===== config.mk =====
export PLATFORM = sky130hd
export DESIGN_NAME = cfg_shift_top
export DESIGN_NICKNAME = d
export VERILOG_FILES = /design/src/rtl/cfg_shift_pkg.sv /design/src/rtl/cfg_shift_ctrl.sv /design/src/rtl/cfg_shift_datapath.sv /design/src/rtl/cfg_shift_top.sv
export SDC_FILE = /design/constraint.sdc
export NUM_CORES = 1
export LEC_CHECK = 0
export CAP_MARGIN = 10
export CORE_MARGIN = 2
export CORE_UTILIZATION = 45
export DETAILED_ROUTE_END_ITERATION = 10
export GPL_ROUTABILITY_DRIVEN = 0
export PLACE_DENSITY = 0.68
export SKIP_LAST_GASP = 1
export SYNTH_ARGS = -nofsm -noshare
export SYNTH_HDL_FRONTEND = slang
export SYNTH_SLANG_ARGS = --single-unit

===== constraint.sdc =====
create_clock -name clk -period 2.7 [get_ports clk]
set_clock_uncertainty 0.05 [all_clocks]
set_input_delay 0.54 -clock clk [delete_from_list [all_inputs] [get_ports clk]]
set_output_delay 0.54 -clock clk [all_outputs]
set_load 0.01 [all_outputs]

===== src/rtl/cfg_shift_pkg.sv =====
package cfg_shift_pkg;
  localparam int WORD_W   = 52;
  localparam int IDX_W    = $clog2(WORD_W + 1);
  localparam int NUM_SETS = 3;
  localparam int SET_W    = 14;
  localparam int OFS_W    = 8;
  localparam int MODE_W   = 4;
  localparam int ERR_W    = 2;
  localparam int CRC_LSB  = 42;
  localparam int CRC_W    = 4;
  localparam int TEST_LSB = 48;
  localparam int TEST_W   = 4;

  typedef enum logic [2:0] {
    OP_START  = 3'd0,
    OP_NORMAL = 3'd1,
    OP_READ   = 3'd2,
    OP_REGWR  = 3'd3,
    OP_BURN   = 3'd4
  } opMode_e;

  typedef struct packed {
    logic             loadFromFuse;
    logic             writeBit;
    logic             burnBit;
    logic             readActive;
    logic [IDX_W-1:0] bitIdx;
  } strobe_t;
endpackage


===== src/rtl/cfg_shift_ctrl.sv =====
module cfg_shift_ctrl
  import cfg_shift_pkg::*;
(
  input  logic    clk,
  input  logic    rstN,
  input  logic    progEn,
  input  logic    burnEn,
  input  logic    psIn,
  input  logic    sclk,
  input  logic    sdi,
  output opMode_e opMode,
  output strobe_t strobe
);
  opMode_e          stateQ, nextState;
  logic             sclkQ;
  logic [IDX_W-1:0] idxQ;
  logic             sclkRise, room, progMode, step;

  assign sclkRise = sclk & ~sclkQ;
  assign room     = (idxQ < IDX_W'(WORD_W));
  assign progMode = (stateQ == OP_READ) || (stateQ == OP_REGWR) || (stateQ == OP_BURN);
  assign step     = sclkRise && room && progMode;

  // mode decision happens exactly once, in the first cycle after reset
  always_comb begin
    nextState = stateQ;
    if (stateQ == OP_START) begin
      if (!progEn || psIn) nextState = OP_NORMAL;
      else if (sdi)        nextState = OP_READ;
      else if (burnEn)     nextState = OP_BURN;
      else                 nextState = OP_REGWR;
    end
  end

  always_ff @(posedge clk or negedge rstN) begin
    if (!rstN) begin
      stateQ <= OP_START;
      sclkQ  <= 1'b0;
      idxQ   <= '0;
    end else begin
      stateQ <= nextState;
      sclkQ  <= sclk;
      if (step) idxQ <= idxQ + 1'b1;
    end
  end

  assign opMode              = stateQ;
  assign strobe.loadFromFuse = (stateQ == OP_START);
  assign strobe.writeBit     = step && ((stateQ == OP_REGWR) || (stateQ == OP_BURN));
  assign strobe.burnBit      = step && (stateQ == OP_BURN);
  assign strobe.readActive   = (stateQ == OP_READ) && room;
  assign strobe.bitIdx       = idxQ;
endmodule


===== src/rtl/cfg_shift_datapath.sv =====
module cfg_shift_datapath
  import cfg_shift_pkg::*;
(
  input  logic              clk,
  input  logic              rstN,
  input  logic              blankN,
  input  logic              sdi,
  input  strobe_t           strobe,
  output logic [WORD_W-1:0] cfgWord,
  output logic              sdo,
  output logic              burnPulse,
  output logic [OFS_W-1:0]  offset,
  output logic [MODE_W-1:0] modeCfg,
  output logic [ERR_W-1:0]  errMask,
  output logic [CRC_W-1:0]  crcSeed,
  output logic [1:0]        testSel
);
  logic [WORD_W-1:0] fuseQ;
  logic [WORD_W-1:0] cfgQ;
  logic              burnQ;
  logic [TEST_W-1:0] testCode;

  // fuse model: one-way bits, cleared only by the blanking input
  always_ff @(posedge clk or negedge blankN) begin
    if (!blankN) fuseQ <= '0;
    else if (strobe.burnBit && sdi) fuseQ[strobe.bitIdx] <= 1'b1;
  end

  always_ff @(posedge clk or negedge rstN) begin
    if (!rstN) begin
      cfgQ  <= '0;
      burnQ <= 1'b0;
    end else begin
      burnQ <= strobe.burnBit && sdi;
      if (strobe.loadFromFuse)  cfgQ <= fuseQ;
      else if (strobe.writeBit) cfgQ[strobe.bitIdx] <= sdi;
    end
  end

  assign cfgWord   = cfgQ;
  assign burnPulse = burnQ;
  assign sdo       = strobe.readActive ? cfgQ[strobe.bitIdx] : 1'b0;

  always_comb begin
    offset  = '0;
    modeCfg = '0;
    errMask = '0;
    for (int s = 0; s < NUM_SETS; s++) begin
      offset  ^= cfgQ[s*SET_W +: OFS_W];
      modeCfg ^= cfgQ[s*SET_W + OFS_W +: MODE_W];
      errMask ^= cfgQ[s*SET_W + OFS_W + MODE_W +: ERR_W];
    end
  end

  assign crcSeed  = cfgQ[CRC_LSB +: CRC_W];
  assign testCode = cfgQ[TEST_LSB +: TEST_W];

  always_comb begin
    case (testCode)
      4'b1000: testSel = 2'd1;
      4'b1001: testSel = 2'd2;
      4'b1010: testSel = 2'd3;
      default: testSel = 2'd0;
    endcase
  end
endmodule


===== src/rtl/cfg_shift_top.sv =====
module cfg_shift_top
  import cfg_shift_pkg::*;
(
  input  logic              clk,
  input  logic              rstN,
  input  logic              blankN,
  input  logic              progEn,
  input  logic              burnEn,
  input  logic              psIn,
  input  logic              sclk,
  input  logic              sdi,
  output logic              sdo,
  output logic              burnPulse,
  output logic [2:0]        opMode,
  output logic [WORD_W-1:0] cfgWord,
  output logic [OFS_W-1:0]  offset,
  output logic [MODE_W-1:0] modeCfg,
  output logic [ERR_W-1:0]  errMask,
  output logic [CRC_W-1:0]  crcSeed,
  output logic [1:0]        testSel
);
  opMode_e modeInt;
  strobe_t strobe;

  cfg_shift_ctrl ctrl_i (
    .clk(clk), .rstN(rstN), .progEn(progEn), .burnEn(burnEn), .psIn(psIn),
    .sclk(sclk), .sdi(sdi), .opMode(modeInt), .strobe(strobe)
  );

  cfg_shift_datapath dp_i (
    .clk(clk), .rstN(rstN), .blankN(blankN), .sdi(sdi), .strobe(strobe),
    .cfgWord(cfgWord), .sdo(sdo), .burnPulse(burnPulse), .offset(offset),
    .modeCfg(modeCfg), .errMask(errMask), .crcSeed(crcSeed), .testSel(testSel)
  );

  assign opMode = modeInt;
endmodule


==> After elaboration in Yosys (flattened, before gate mapping) <==
Cells that the tools add are included.
{ "word_totals": {"inputBits": 8, "regBits": 115, "word_cells": 51, "output_inout_bits": 77} }
{ "classes": {"addsub": 1, "n_reduce_logical": 14, "mux": 12, "n_bitwise": 9, "eq_ne": 6, "n_lt_le_gt_ge": 3} }
{ "ops": {"columns": ["cell", "count"], "rows": [
  ["2-to-1 mux 52 bit", 2],
  ["bitwise mux 52 bit", 1],
  ["OR 52 bit", 1],
  ["bitwise XOR 8 bit", 2],
  ["== test 4 bit, second input constant", 3],
  ["2-to-1 mux 3 bit", 3],
  ["bitwise XOR 4 bit", 2],
  ["logical AND 1 bit", 7],
  ["< comparator 6 x 7 -> 1 bit, second input constant", 1],
  ["adder 6 x 1 -> 6 bit, second input constant", 1],
  ["binary-select mux 1 bit (select 6 bit)", 1],
  ["demux 1 bit (select 6 bit)", 1],
  ["== test 3 x 2 -> 1 bit, second input constant", 2],
  [">= comparator 6 x 1 -> 1 bit, second input constant", 1],
  ["< comparator 6 bit, second input constant", 1],
  ["case mux 2 bit (3 select lines)", 1],
  ["logical OR 1 bit", 4],
  ["bitwise XOR 2 bit", 2],
  ["== test 3 bit, second input constant", 1],
  ["zero test 3 bit", 1],
  ["2-to-1 mux 1 bit", 3],
  ["nonzero test 2 bit", 1],
  ["bitwise AND 1 bit", 1],
  ["zero test 1 bit", 1],
  ["inverter 1 bit", 1]
]} }

==> Logic depth before layout (Yosys ltp) <==
{ "depth": {"ltp_word": 7, "mapped_depth": 8, "ltp_nobuf": 6} }

==> Cells and area by module <==
Synthesis repeated with hierarchy kept, for this count alone.
{ "hier_totals": {"cells_unflattened": 546, "area_unflattened_um2": 5773.0} }
{ "modules_own_cells": {"columns": ["mod", "n_inst", "cells_each", "area_per_inst_um2", "seq_area_each_um2"], "rows": [
  ["cfg_shift_datapath", 1, 504, 5255.0, 2627.5],
  ["cfg_shift_ctrl", 1, 42, 518.0, 250.2]
]} }

==> Worst setup path before layout <==
OpenSTA, ideal clock, no wires.
{ "synth_timing": {"path_type": "register to output", "startpoint": "reg ctrl_i.idxQ[0]", "endpoint": "out sdo", "arrival_time_ns": 1.778, "t_required_ns": 2.110, "stages_incl_launch_ff": 7, "n_path_buf": 1, "setup_slack_ns": 0.332, "cell_sequence": "dfrtp_1 -> buf_6 -> mux4_2 -> nor2b_1 -> a211oi_1 -> a2111oi_0 -> o311a_1"} }
{ "synth_between": {"elab_chain_len": 3, "word_cells_on_any_way": 5, "classes_between": "order compare: 1; mux: 3; reduce/logical: 1"} }
{ "synth_lines": {"columns": ["element", "line_no", "rtl"], "rows": [
  ["start, declared", "cfg_shift_ctrl.sv:16", "logic [IDX_W-1:0] idxQ;"],
  ["start signal, assigned", "cfg_shift_ctrl.sv:43", "if (step) idxQ <= idxQ + 1'b1;"],
  ["binary-select mux 1 bit (select 6 bit) / < comparator 6 bit (equally long branches)", "cfg_shift_datapath.sv:42, cfg_shift_ctrl.sv:20", null],
  ["2-to-1 mux 1 bit (implied by the code) / logical AND 1 bit (equally long branches)", "cfg_shift_datapath.sv:42, cfg_shift_ctrl.sv:51", null],
  ["2-to-1 mux 1 bit *", "cfg_shift_datapath.sv:42", "assign sdo = strobe.readActive ? cfgQ[strobe.bitIdx] : 1'b0;"],
  ["end, declared", "cfg_shift_top.sv:12", "output logic sdo,"]
]} }
Mark *: on every way between the ends. The rest lies on a longest branch, timed or not. The select of a mux whose other input is x is not followed.

==> Worst setup path after layout <==
Ends and elaborated chain as after synthesis.

==> impl_metrics.toml <==
[detailed_routing]
drc = 0
ant_nets = 0
drt-initial-drc-count = 548
totalWireLength_um = 19700
vias_per_cell = 5.80
detail_route.wl_per_cell_um = 21.6
vias = 5281
dr.pass1.iters = 5

[clocking]
clk_latency_ns = 0.42
clkTransAtPathRegs_ns = 0.05
clk_root_buffer_cell = "clkbuf_16"
cts.sinks = 115
htree_num_levels = 4
postCtsHoldBufs = 0
cts_made_buffers = 17
cts_tree = "built"
clockBufferDepth = 2

[timing]
relSlewSlack_pct = 46.0
timing.hold.ws_ns = 0.0932
period_needed_ns = 3.02
worst_pin_slew_ns = 0.809
finalCritPeriodShare_pct = 112
drv_slew = 0
setup_viol = 1
layout_setup_ws_ns = -0.323
fmax_mhz = 331
hold_viol = 0
rsz0062_at_grt = "true"

[final_layout]
final_cell_mix = "dfrtp_1 (113), buf_4 (88), clkdlybuf4s50_1 (81)"
area_growth_pct = 38.7
fin_nets = 734
drive_above_1_share_pct = 21.3
layout_commonest_cell = "dfrtp_1"
n_antenna_cell = 0
stdcell_count = 910

[placed_design]
hpwl_um = 13800
dp.cells = 869
io_buffer_count = 84

[critical_path]
worstSetupStartpointType = "register"
critPathMaxFanout = 4
reg2reg_depth = 8
worstSetupPathType = "register to output pin"
critPathCaptureType = "output pin"
cp.arrival_ns = 2.43
critPathRequiredTime_ns = 2.11

[power_and_ir_drop]
power_density_mw_per_mm2 = 991
vdd_drop_max_mv = 0.573
leakage_nw = 3.34
p_total_mw = 8.09

[outcome]
violations = "setup timing"
status = "complete, but fails checks"

[die]
die_area_mm2 = 0.0140
fp.coreArea_mm2 = 0.0127
die_w_um = 118
num_io_pins = 85
start_util_pct = 46.3
num_rows = 41
die_h_um = 118

[synthesis]
postSynthAreaPerCell_um2 = 10.3
ys_seq_area_share_pct = 48.9
synth_top_area_cell = "dfrtp_1"
synthTopCellsByArea = "dfrtp_1 (49%), mux2i_1 (8.3%), nand2_1 (4.8%)"
syn-cell-area_mm2 = 0.00589
ys_seq_elements = 115
ys_types = 53
synth_top_area_share_pct = 48.9
syn_inst = 571
yosysWarnings = 0
syn_nets = 580

[global_routing]
antenna_found_initial = 0
overflow = 0
grt_pass1_vias = 5338
grt_max_degree = 98
grt_pass1_wl_um = 30800
grtUsageTotal_pct = 29.2

[min_path]
hp-class = "primary input to async pin"

[run]
maxCapViolCount = 0
final timing paths:
kind	start	endpoint	slack, ns
max	ctrl_i.idxQ[0]$_DFFE_PN0P_	sdo	-0.32
min	blankN	dp_i.fuseQ[20]$_DFFE_PN0P_	0.09
max reg2reg	ctrl_i.idxQ[0]$_DFFE_PN0P_	dp_i.cfgWord[50]$_DFFE_PN0P_	0.30
min reg2reg	dp_i.fuseQ[42]$_DFFE_PN0P_	dp_i.fuseQ[42]$_DFFE_PN0P_	0.40
max in group asynchronous	rstN	ctrl_i.idxQ[0]$_DFFE_PN0P_	1.82
min in group clk	dp_i.fuseQ[42]$_DFFE_PN0P_	dp_i.fuseQ[42]$_DFFE_PN0P_	0.40
state kept, by name, summed over array words and instances (netlist names):
| name | flops |
|---|---|
| ctrl_i.sclkQ | 1 |
| dp_i.burnPulse | 1 |
| dp_i.cfgWord | 52 |
| ctrl_i.idxQ | 6 |
| dp_i.fuseQ | 52 |
| ctrl_i.opMode | 3 |
Yosys cell counts (all sizes together):
cell     number
a2111oi       1
a211oi        2
a21o          8
a21oi         6
a221o         1
a221oi        1
a22oi         2
a311oi        1
a31o          6
a41o          3
and2          3
and2b         1
and3          2
and3b         3
buf          20
clkbuf       23
clkinv        1
dfrtp       115
ha            1
inv           6
mux2          1
mux2i        49
mux4          9
nand2        76
nand2b        3
nand3         6
nand3b        3
nand4         1
nor2         41
nor2b         4
nor3         24
nor3b         5
o2111ai       5
o211a         1
o211ai        9
o21ai        46
o21bai       38
o22ai         2
o311a         1
o311ai        6
or2           1
or3           1
xnor2        32
xor2          1
routing by layer:
metal,vias up,track usage (%),share of wire [%]
li1,2339,-,-
met1,2611,39.0,42
met2,265,43.8,45
met3,66,8.35,8.1
met4,0,14.1,4.7
met5,-,0,0
per-stage QoR:
stage / setup TNS (ns) / cell area [µm²] / setup WS, ns / util [%]
after floorplan: 0 / 5890 / 0.332 / -
after global placement: -0.209 / 7410 / -0.209 / 58.2
after detailed placement: -0.275 / 7410 / -0.275 / 58.2
after CTS: -0.324 / 8160 / -0.324 / 64.2
after global routing: -0.390 / 8170 / -0.390 / 64.2
final: -0.323 / 8170 / -0.323 / 64.2
repair_timing:
action	4_1_cts	5_1_grt
endpoints found under the hold margin	0	0
endpoints found under the setup margin	1	1
pin swaps	4	4
cloned	1	0
buffers inserted	7	1
resized for setup	12	1
area by class of cell:
cell class | instances | area, µm²
sequential | 115 | 2880
clock inverter | 9 | 151
timing repair buffer | 178 | 1620
multi-input combinational | 406 | 2800
clock buffer | 23 | 478
fill | 1046 | 4550
tap | 172 | 215
inverter | 7 | 26.3
critical path, cell delays in order (launching register included):
cell,delay (ns)
dfrtp_2,0.41
bufbuf_16,0.27
mux4_2,0.54
mux2i_4,0.20
a2111oi_2,0.09
o311a_1,0.35
buf_2,0.15
cell families after synthesis:
kind of cell               Yosys count  share of synthesized area [%]
AOI/OAI and AO/OA                  139                           16.3
xor gates and xnor gates            33                           4.91
adders and majority gates            1                          0.212
buffers and inverters               50                           4.16
DFF                                115                           48.9
muxes                               59                           12.0
and+or+nand+nor                    174                           13.6
where the power goes:
part	internal (mW)	switching, mW
sequential	2.07	0.302
combinational	1.69	1.62
clock	1.61	0.810
Note: power is estimated with default switching activity, not from simulation.
